--- src/rtl/mca_pkg.sv ---
package mca_pkg;

  typedef enum logic [1:0] {
    ST_IDLE = 2'd0,
    ST_DAT  = 2'd1,
    ST_WR   = 2'd2,
    ST_CLR  = 2'd3
  } mca_state_e;

endpackage

--- src/rtl/mca_bin_map.sv ---
module mca_bin_map #(
  parameter int SAMPLE_W = 16,
  parameter int ADDR_W   = 6
) (
  input  logic [SAMPLE_W-1:0] sample,
  output logic [ADDR_W-1:0]   bin
);
  localparam int SHIFT = SAMPLE_W - ADDR_W;
  localparam logic [SAMPLE_W-1:0] SIGN_MASK = {1'b1, {(SAMPLE_W-1){1'b0}}};

  // offset-binary conversion: flipping the sign bit makes the most negative code bin 0
  always_comb begin
    bin = ADDR_W'((sample ^ SIGN_MASK) >> SHIFT);
  end
endmodule

--- src/rtl/mca_sat_inc.sv ---
module mca_sat_inc #(
  parameter int W = 16
) (
  input  logic [W-1:0] din,
  output logic [W-1:0] dout
);
  always_comb begin
    if (&din) dout = din;
    else      dout = din + 1'b1;
  end
endmodule

--- src/rtl/mca_bin_ram.sv ---
module mca_bin_ram #(
  parameter int AW = 6,
  parameter int DW = 16
) (
  input  logic          clk,
  input  logic          we,
  input  logic [AW-1:0] waddr,
  input  logic [DW-1:0] wdata,
  input  logic          re,
  input  logic [AW-1:0] raddr,
  output logic [DW-1:0] rdata
);
  localparam int DEPTH = 1 << AW;

  logic [DW-1:0] mem [DEPTH];

  // simple dual port, read returns the old word on an address collision
  always_ff @(posedge clk) begin
    if (we) mem[waddr] <= wdata;
    if (re) rdata <= mem[raddr];
  end
endmodule

--- src/rtl/mca_hist_acc.sv ---
module mca_hist_acc
  import mca_pkg::*;
#(
  parameter int SAMPLE_W = 16,
  parameter int ADDR_W   = 6,
  parameter int CNT_W    = 16
) (
  input  logic                clk,
  input  logic                rst,
  input  logic                smp_valid,
  input  logic [SAMPLE_W-1:0] smp_data,
  output logic                smp_ready,
  input  logic                clr_req,
  input  logic                rd_en,
  input  logic [ADDR_W-1:0]   rd_addr,
  output logic                rd_valid,
  output logic [CNT_W-1:0]    rd_data
);
  localparam logic [ADDR_W-1:0] LAST_BIN = '1;

  mca_state_e        state;
  logic [ADDR_W-1:0] addr_q;
  logic [CNT_W-1:0]  data_q;
  logic              fwd_hit;
  logic [CNT_W-1:0]  fwd_val;
  logic [ADDR_W-1:0] clr_addr;
  logic              clr_pend;

  logic [ADDR_W-1:0] smp_bin;
  logic [CNT_W-1:0]  inc_val;
  logic              accept;
  logic              rd_ok;
  logic              ram_we;
  logic [ADDR_W-1:0] ram_waddr;
  logic [CNT_W-1:0]  ram_wdata;
  logic              ram_re;
  logic [ADDR_W-1:0] ram_raddr;
  logic [CNT_W-1:0]  ram_rdata;

  mca_bin_map #(.SAMPLE_W(SAMPLE_W), .ADDR_W(ADDR_W)) i_map (
    .sample (smp_data),
    .bin    (smp_bin)
  );

  mca_sat_inc #(.W(CNT_W)) i_inc (
    .din  (data_q),
    .dout (inc_val)
  );

  mca_bin_ram #(.AW(ADDR_W), .DW(CNT_W)) i_ram (
    .clk   (clk),
    .we    (ram_we),
    .waddr (ram_waddr),
    .wdata (ram_wdata),
    .re    (ram_re),
    .raddr (ram_raddr),
    .rdata (ram_rdata)
  );

  // handshake and port arbitration
  always_comb begin
    smp_ready = ((state == ST_IDLE) || (state == ST_WR)) && !clr_pend;
    accept    = smp_valid && smp_ready;
    rd_ok     = rd_en && (state == ST_IDLE) && !clr_pend && !smp_valid;
    ram_re    = accept || rd_ok;
    ram_raddr = accept ? smp_bin : rd_addr;
    ram_we    = (state == ST_WR) || (state == ST_CLR);
    ram_waddr = (state == ST_CLR) ? clr_addr : addr_q;
    ram_wdata = (state == ST_CLR) ? '0 : inc_val;
  end

  assign rd_data = ram_rdata;

  always_ff @(posedge clk) begin
    if (rst) begin
      state    <= ST_CLR;
      clr_addr <= '0;
      clr_pend <= 1'b0;
      rd_valid <= 1'b0;
      fwd_hit  <= 1'b0;
      addr_q   <= '0;
      data_q   <= '0;
      fwd_val  <= '0;
    end else begin
      rd_valid <= rd_ok;
      clr_pend <= clr_req || (clr_pend && (state != ST_IDLE));
      if (accept) begin
        addr_q  <= smp_bin;
        // same bin as the word being written now: the RAM will return the old count
        fwd_hit <= (state == ST_WR) && (smp_bin == addr_q);
        fwd_val <= inc_val;
      end
      unique case (state)
        ST_IDLE: begin
          if (clr_pend) begin
            state    <= ST_CLR;
            clr_addr <= '0;
          end else if (accept) begin
            state <= ST_DAT;
          end
        end
        ST_DAT: begin
          data_q <= fwd_hit ? fwd_val : ram_rdata;
          state  <= ST_WR;
        end
        ST_WR: begin
          state <= accept ? ST_DAT : ST_IDLE;
        end
        ST_CLR: begin
          clr_addr <= clr_addr + 1'b1;
          if (clr_addr == LAST_BIN) state <= ST_IDLE;
        end
        default: state <= ST_IDLE;
      endcase
    end
  end

  // one cycle of back-pressure after every accepted sample
  p_bp_after_accept_r5: assert property (@(posedge clk) disable iff (rst)
    (smp_valid && smp_ready) |=> !smp_ready);

  // an update write never wraps a count to zero
  p_no_wrap_r3: assert property (@(posedge clk) disable iff (rst)
    (state == ST_WR) |-> (ram_wdata != '0));

  // a clear request blocks samples from the next cycle on
  p_clr_backpressure_r7: assert property (@(posedge clk) disable iff (rst)
    clr_req |=> !smp_ready);

  // read data is only flagged for a request made without a competing sample
  p_rd_valid_src_r8: assert property (@(posedge clk) disable iff (rst)
    rd_valid |-> ($past(rd_en) && !$past(smp_valid)));

  // during the clear walk the write port only ever writes zero
  p_clear_zero_r7: assert property (@(posedge clk) disable iff (rst)
    (state == ST_CLR) |-> (ram_we && ram_wdata == '0));
endmodule

--- config.mk ---
export PLATFORM = sky130hd
export DESIGN_NAME = mca_hist_acc
export DESIGN_NICKNAME = d
export VERILOG_FILES = /design/src/rtl/mca_pkg.sv /design/src/rtl/mca_bin_map.sv /design/src/rtl/mca_sat_inc.sv /design/src/rtl/mca_bin_ram.sv /design/src/rtl/mca_hist_acc.sv
export SDC_FILE = /design/constraint.sdc
export NUM_CORES = 1
export LEC_CHECK = 0
export BUFFER_PORTS_ARGS = -buffer_cell sky130_fd_sc_hd__buf_2
export CORE_UTILIZATION = 60
export DETAILED_ROUTE_END_ITERATION = 7
export PLACE_DENSITY = 0.76
export SLEW_MARGIN = 5
export SYNTH_ARGS = -nofsm -noshare
export SYNTH_HDL_FRONTEND = slang
export SYNTH_SLANG_ARGS = --single-unit
--- constraint.sdc ---
create_clock -name clk -period 4.97 [get_ports clk]
set_clock_uncertainty 0.05 [all_clocks]
set_input_delay 0.994 -clock clk [delete_from_list [all_inputs] [get_ports clk]]
set_output_delay 0.994 -clock clk [all_outputs]
set_load 0.05 [all_outputs]
==> out/qor.csv, run 1 <==
metric,value,unit
yosys_warnings,0,
area_delta_synth_final,12.8,%
clockRootBuffer,clkbuf_16,
cap_viol_max_count,0,
clk_latency,670,ps
pwr-share-clk,40.4,%
min_path_type,reg2reg,
antenna_found_initial,5,
max_freq,0.224,GHz
synth_fa_ha_area_share,0.0589,%
grt_overflow,0,
drt_pass1_iterations,5,
syn_avg_cell_area,17.3,µm²
relSlewSlack,20.3,%
regToRegEndpoint,i_ram.rdata[1]$_DFFE_PP_,
combPwrFrac,4.9,%
min_delay_worst_endpoint,fwd_val[10]$_SDFFE_PP0P_,
fin_nets,2645,
cts_sinks,1089,
pin_count,45,
core_area,0.0700,mm²
drive_gt1_share,14.1,%
setup_viol,0,
tritoncts,done,
finalCoreUtilization,68.5,%
dieArea,0.0719,mm²
vias_per_cell,6.49,
max-clock-path-buffers,3,
hpwlAfterDp,61800,µm
num_rows,97,
h-tree-depth,3,
critical_path_arrival,4790,ps
port_buffers,34,
route.detailed.wl_per_inst,28.1,µm
drt_wl_total,102000,µm
switchingPower,3.89,mW
synth_cells,2452,
internal_power,14.6,mW
grt_busiest_layer,met2,
cpMostUsedCell,buf_4,
status,finished clean,
reg2reg_from,state[0]$_SDFFE_PP1P_,
crit_path_max_fanout,21,
min_period_over_period,89.7,%
power.leakage,15.3,nW
crit_slowest_cell,o21ai_4,
vias,23600,
fill_cells,4353,
crit_type,reg2reg,
tns,0,ps
ant_nets,0,
synthDistinctLibCells,46,
tightest_slew,1190,ps
grt_pass1_wl,148000,µm
gp_congestion,0.919,
cp-start-kind,flip-flop,
peakVddDrop,0.000279,V
synthArstFlopShare,0,%
use_met2,44.6,%
grt_max_degree,68,
die_h,268,µm
synth_edf_count,1040,
hold_violations,0,
p_per_area,386,mW/mm²
hold_slack,456,ps
syn_nets,2481,
cts_repair_resize_count,0,
ys_seq_area_share,75.8,%
rsz0062_at_grt,no,
cts_buffers,105,
start_util,60.7,%
period_minus_slack,4460,ps
r2r_cells,8,
hold_depth,2,
drc,0,
synth-seq-cells,1089,
synthXorXnorAreaFrac,0.350,%
clk_pin_slew,60,ps
post_cts.repair.setup_buffers,0,
die_w,268,µm
netlist_area,0.0425,mm²
crit_chain,"or3b_1, nor3_1, o21ai_4, buf_4, o22ai_1, o41ai_1, buf_4, nand4_1",
drt-initial-drc-count,2851,
drv_slew,0,
grt_usage,28.7,%
r2r_slack,510,ps
synth-simple-area-share,2.97,%
hold_start,fwd_val[10]$_SDFFE_PP0P_,
synth.area.mux_share,12.8,%
seq_power_share,54.7,%
required,5310,ps
grt_use_met1,39.7,%
synth_ff_type,edfxtp_1,
grtUsageMet3,6.49,%
synth-compound-area-share,6.12,%
cts.hold.buffers_added,0,
switching_share,21.0,%
synth_top_family_by_area,multiplexers,
cp.buffers_inverters,2,
grt_pass1_vias,23000,
slowest_delay,850,ps
crit_start,state[0]$_SDFFE_PP1P_,
critPathTopFamily,compound AO/OA/AOI/OAI gates,
cp-end-kind,flip-flop,
## worst min-delay path, stage by stage, from the launching register on
cell	delay, ps
dfxtp_1	310
nor2_1	100
a211oi_1	50
## layer usage
metal  wire (µm)  part of all wire (%)
met5          34                 0.033
met3       10700                    10
met1       40000                    39
met4        3850                   3.8
met2       47700                    47
## area by class of cell
class | count | area [µm²] | share of cell area [%]
well taps | 940 | 1180 | 2.45
multi-input cells | 1215 | 9670 | 20.2
clock inverters | 52 | 445 | 0.928
diodes | 4 | 10.0 | 0.0209
inverters | 3 | 11.3 | 0.0235
clock buffers | 135 | 2760 | 5.76
repair buffers | 202 | 1690 | 3.53
flip-flops and latches | 1089 | 32200 | 67.1
## sequential cells by signal, summed over array words and instances (netlist names)
register	count
i_ram.mem	1024
data_q	16
fwd_val	16
i_ram.rdata	16
addr_q	6
clr_addr	6
state	2
clr_pend	1
fwd_hit	1
rd_valid	1
## cells in the mapped netlist, drive strengths merged (2+ instances only)
cell type / number / area (µm²)
edfxtp: 1040 / 31200
mux2i: 540 / 5420
o22ai: 256 / 1600
nor2: 123 / 462
buf: 105 / 667
o41ai: 64 / 561
dfxtp: 49 / 981
nand2: 45 / 169
clkbuf: 40 / 151
a211oi: 28 / 210
nand4: 22 / 138
nand3: 20 / 100
a21oi: 17 / 85.1
xor2: 11 / 96.3
nor2b: 9 / 56.3
o21ai: 9 / 45.0
nand3b: 8 / 60.1
and4: 7 / 61.3
nand2b: 7 / 43.8
nor3: 7 / 35.0
xnor2: 6 / 52.6
and3: 5 / 31.3
or2: 4 / 25.0
and2: 3 / 18.8
inv: 3 / 11.3
nor4: 3 / 18.8
o31ai: 3 / 22.5
a311oi: 2 / 17.5
a41oi: 2 / 17.5
ha: 2 / 25.0
mux2: 2 / 22.5
or3: 2 / 12.5
## worst max-delay path by stage
stage | end | slack [ps] | depth (start not counted)
after detailed placement | i_ram.rdata[1]$_DFFE_PP_ | 260 | 9
final | i_ram.rdata[1]$_DFFE_PP_ | 510 | 8
after global routing | i_ram.rdata[3]$_DFFE_PP_ | 480 | 8
after global placement | i_ram.rdata[1]$_DFFE_PP_ | 250 | 9
after CTS | i_ram.rdata[1]$_DFFE_PP_ | 670 | 8
after floorplan | i_ram.mem[0][3]$_DFFE_PP_ | 1290 | 8
## power by group through the flow
| stage | clock network, mW | registers, mW | logic [mW] |
|---|---|---|---|
| 2_1_floorplan | 0 | 10.3 | 0.550 |
| 4_1_cts | 7.54 | 10.1 | 0.892 |
| 6_report | 7.48 | 10.1 | 0.906 |
| 5_1_grt | 7.89 | 10.1 | 0.939 |
| 3_5_place_dp | 0 | 10.3 | 0.886 |
| 3_3_place_gp | 0 | 10.3 | 0.866 |
## cells in the final DEF (no fill, tap or decap), drive strengths merged, types with 28 or more instances in the layout
cell | synthesis | final
clkbuf | 40 | 135
mux2i | 540 | 540
edfxtp | 1040 | 1040
a211oi | 28 | 28
o22ai | 256 | 256
buf | 105 | 202
o41ai | 64 | 64
nor2 | 123 | 123
dfxtp | 49 | 49
clkinv | 0 | 37
nand2 | 45 | 45
## cells by family (layout without fill, tap and decap cells)
family | count (synthesis) | in the layout
other | 0 | 4
XOR/XNOR | 17 | 17
flip-flops | 1089 | 1089
adder cells (fa/ha/maj) | 2 | 2
buffers and inverters | 148 | 392
AND/OR/NAND/NOR | 268 | 268
AO/OA/AOI/OAI | 386 | 386
multiplexers | 542 | 542
## per-stage QoR
stage | instance area (µm²) | power [mW] | std cells | setup WS [ps]
after floorplan | 42500 | 10.8 | 2452 | 1290
after global placement | 44800 | 11.2 | 3449 | 255
after detailed placement | 44800 | 11.2 | 3449 | 260
after CTS | 48000 | 18.5 | 3636 | 669
after global routing | 48000 | 19.0 | 3636 | 479
final | 48000 | 18.5 | 3640 | 513
Note: power is estimated with default switching activity, not from simulation.
==> run 2: changes to the inputs <==
--- a/config.mk
+++ b/config.mk
@@ -9,6 +9,7 @@
 export CORE_UTILIZATION = 60
 export DETAILED_ROUTE_END_ITERATION = 7
 export PLACE_DENSITY = 0.76
+export SKIP_CTS_REPAIR_TIMING = 1
 export SLEW_MARGIN = 5
 export SYNTH_ARGS = -nofsm -noshare
 export SYNTH_HDL_FRONTEND = slang
==> constraint.sdc (replaced) <==
create_clock -name clk -period 4.97 [get_ports clk]
set_clock_uncertainty 0.05 [all_clocks]
set_input_delay 0.7455 -clock clk [delete_from_list [all_inputs] [get_ports clk]]
set_output_delay 0.7455 -clock clk [all_outputs]
set_load 0.05 [all_outputs]
==> run 2 against run 1 <==
  * Count of clock-buffer cells in the layout is 3 lower
  * Non-clock buffer count is 20 higher
  * Sequential power hardly changed
==> out/qor.csv, run 2 (synthesis results as in run 1) <==
metric,value,unit,change
status,finished clean,,
cp.buffers_inverters,2,,unchanged
drive_gt1_share,14.7,%,+0.66 points
cts_buffers,104,,-0.95%
clk_latency,670,ps,about the same
gp_congestion,0.906,,-1.5%
num_rows,97,,unchanged
finalInstanceArea,0.0481,mm²,+0.33%
grt_pass1_vias,23200,,+0.70%
crit_chain,"or3b_1, mux2i_4, or2_2, buf_4, o22ai_1, o41ai_1, buf_4, nand4_1",,
min_path_type,in2reg,,
h-tree-depth,3,,unchanged
placed_cell_area,0.0449,mm²,+0.30%
finalCoreUtilization,68.7,%,+0.23 points
cap_viol_max_count,0,,unchanged
r2r_slack,700,ps,+180 ps
tns,0,ps,unchanged
dr_wl_met2,48200,µm,+0.93%
min_period_over_period,86.0,%,-3.7 points
relSlewSlack,16.3,%,-4.0 points
period_minus_slack,4270,ps,-183 ps
vias_per_cell,6.50,,about the same
rsz0062_at_grt,no,,
final_common_cell,edfxtp_1,,
drt_pass1_iterations,7,,+2
cts_sinks,1089,,unchanged
regToRegEndpoint,i_ram.rdata[11]$_DFFE_PP_,,
grt_pass1_wl,150000,µm,+1.2%
die_w,268,µm,unchanged
hpwlAfterDp,63900,µm,+3.4%
max_freq,0.234,GHz,+4.3%
route.detailed.wl_per_inst,28.5,µm,+1.2%
critPathTopFamily,simple AND/OR/NAND/NOR gates,,
pin_count,45,,unchanged
cp-end-kind,flip-flop,,
crit_start,state[0]$_SDFFE_PP1P_,,
tritoncts,done,,
slowest_delay,730,ps,-120 ps
dr_wl_met3,11400,µm,+6.4%
grt_max_degree,71,,+4.4%
hold_start,clr_req,,
port_buffers,34,,unchanged
ant_nets,0,,unchanged
crit_type,reg2reg,,
clockRootBuffer,clkbuf_16,,
drv_slew,0,,unchanged
antenna_found_initial,1,,-4
setup_viol,0,,unchanged
peakVddDrop,0.000410,V,+47%
largest-register,i_ram.mem,,
dieArea,0.0719,mm²,unchanged
cpMostUsedCell,buf_4,,
clk_pin_slew,60,ps,about the same
r2r_cells,8,,unchanged
top_layer,met4,,
reg2reg_from,state[0]$_SDFFE_PP1P_,,
hold_violations,0,,unchanged
p_per_area,385,mW/mm²,about the same
fin_nets,2664,,+0.72%
cp-start-kind,flip-flop,,
core_area,0.0700,mm²,unchanged
power.leakage,15.4,nW,+0.68%
crit_slowest_cell,o41ai_1,,
start_util,60.7,%,unchanged
hold_depth,3,,+1
grt_overflow,0,,unchanged
crit_path_max_fanout,17,,-19%
critical_path_arrival,4580,ps,-210 ps
min_delay_worst_endpoint,clr_pend$_SDFF_PP0_,,
largest_reg_flops,1024,,unchanged
drt_wl_total,104000,µm,+2.0%
die_h,268,µm,unchanged
tightest_slew,1250,ps,+61.5 ps
max-clock-path-buffers,3,,unchanged
mostFrequentLayoutCells,"edfxtp_1 (1040), mux2i_1 (539), o22ai_1 (256)",,
met1_length,40600,µm,+1.4%
drt-initial-drc-count,3132,,+9.9%
drc,0,,unchanged
required,5280,ps,-30 ps
vias,23800,,+0.84%
area_delta_synth_final,13.2,%,
grt_usage,29.3,%,+0.55 points
hold_slack,315,ps,-141 ps
## run 2: cell count changes in the layout (fill, tap and decap cells not counted), sizes merged
cell | previous run | this run
buf | 202 | 222
clkbuf | 135 | 132
clkinvlp | 4 | 3
diode | 4 | 2
inv | 8 | 7
clkinv | 37 | 52
bufinv | 6 | 5
## run 2: area by class of cell
| class | instances | area, µm² |
|---|---|---|
| Sequential cell | 1089 | 32200 |
| Fill cell | 4359 | 21900 |
| Multi-Input combinational cell | 1215 | 9670 |
| Clock buffer | 132 | 2770 |
| Timing Repair Buffer | 222 | 1820 |
| Tap cell | 940 | 1180 |
| Clock inverter | 64 | 473 |
| Inverter | 3 | 11.3 |
| Antenna cell | 2 | 5.00 |
## run 2: how the worst max path moves through the flow
stage	endpoint	slack (ps)	cells past startpoint
2_1_floorplan	i_ram.mem[0][3]$_DFFE_PP_	1290	8
3_3_place_gp	i_ram.rdata[11]$_DFFE_PP_	640	9
3_5_place_dp	i_ram.rdata[14]$_DFFE_PP_	580	10
4_1_cts	i_ram.rdata[3]$_DFFE_PP_	830	7
5_1_grt	i_ram.rdata[11]$_DFFE_PP_	700	8
6_report	i_ram.rdata[11]$_DFFE_PP_	700	8
## run 2: worst register-to-register path: stages (launching register included)
cell     delay [ps]
dfxtp_1         720
or3b_1          590
mux2i_4         480
or2_2           600
buf_4           310
o22ai_1         100
o41ai_1         730
buf_4           270
nand4_1         110
## run 2: layer usage
metal / vias up / track usage [%]
li1: 10300 / -
met1: 12000 / 41.1
met2: 1357 / 45.1
met3: 233 / 6.24
met4: 0 / 11.9
met5: - / 0
## run 2: metrics by stage
stage | setup slack [ps] | cells | total power [mW]
after floorplan | 1290 | 2452 | 10.8
after global placement | 640 | 3469 | 11.2
after detailed placement | 580 | 3469 | 11.2
after CTS | 829 | 3665 | 18.6
after global routing | 697 | 3665 | 19.0
final | 696 | 3667 | 18.5
## run 2: power breakdown
| part | switching, mW | internal (mW) | leakage, nW |
|---|---|---|---|
| sequential | 0.0518 | 10.1 | 8.26 |
| combinational | 0.607 | 0.320 | 5.57 |
| clock | 3.30 | 4.21 | 1.59 |
| total | 3.96 | 14.6 | 15.4 |
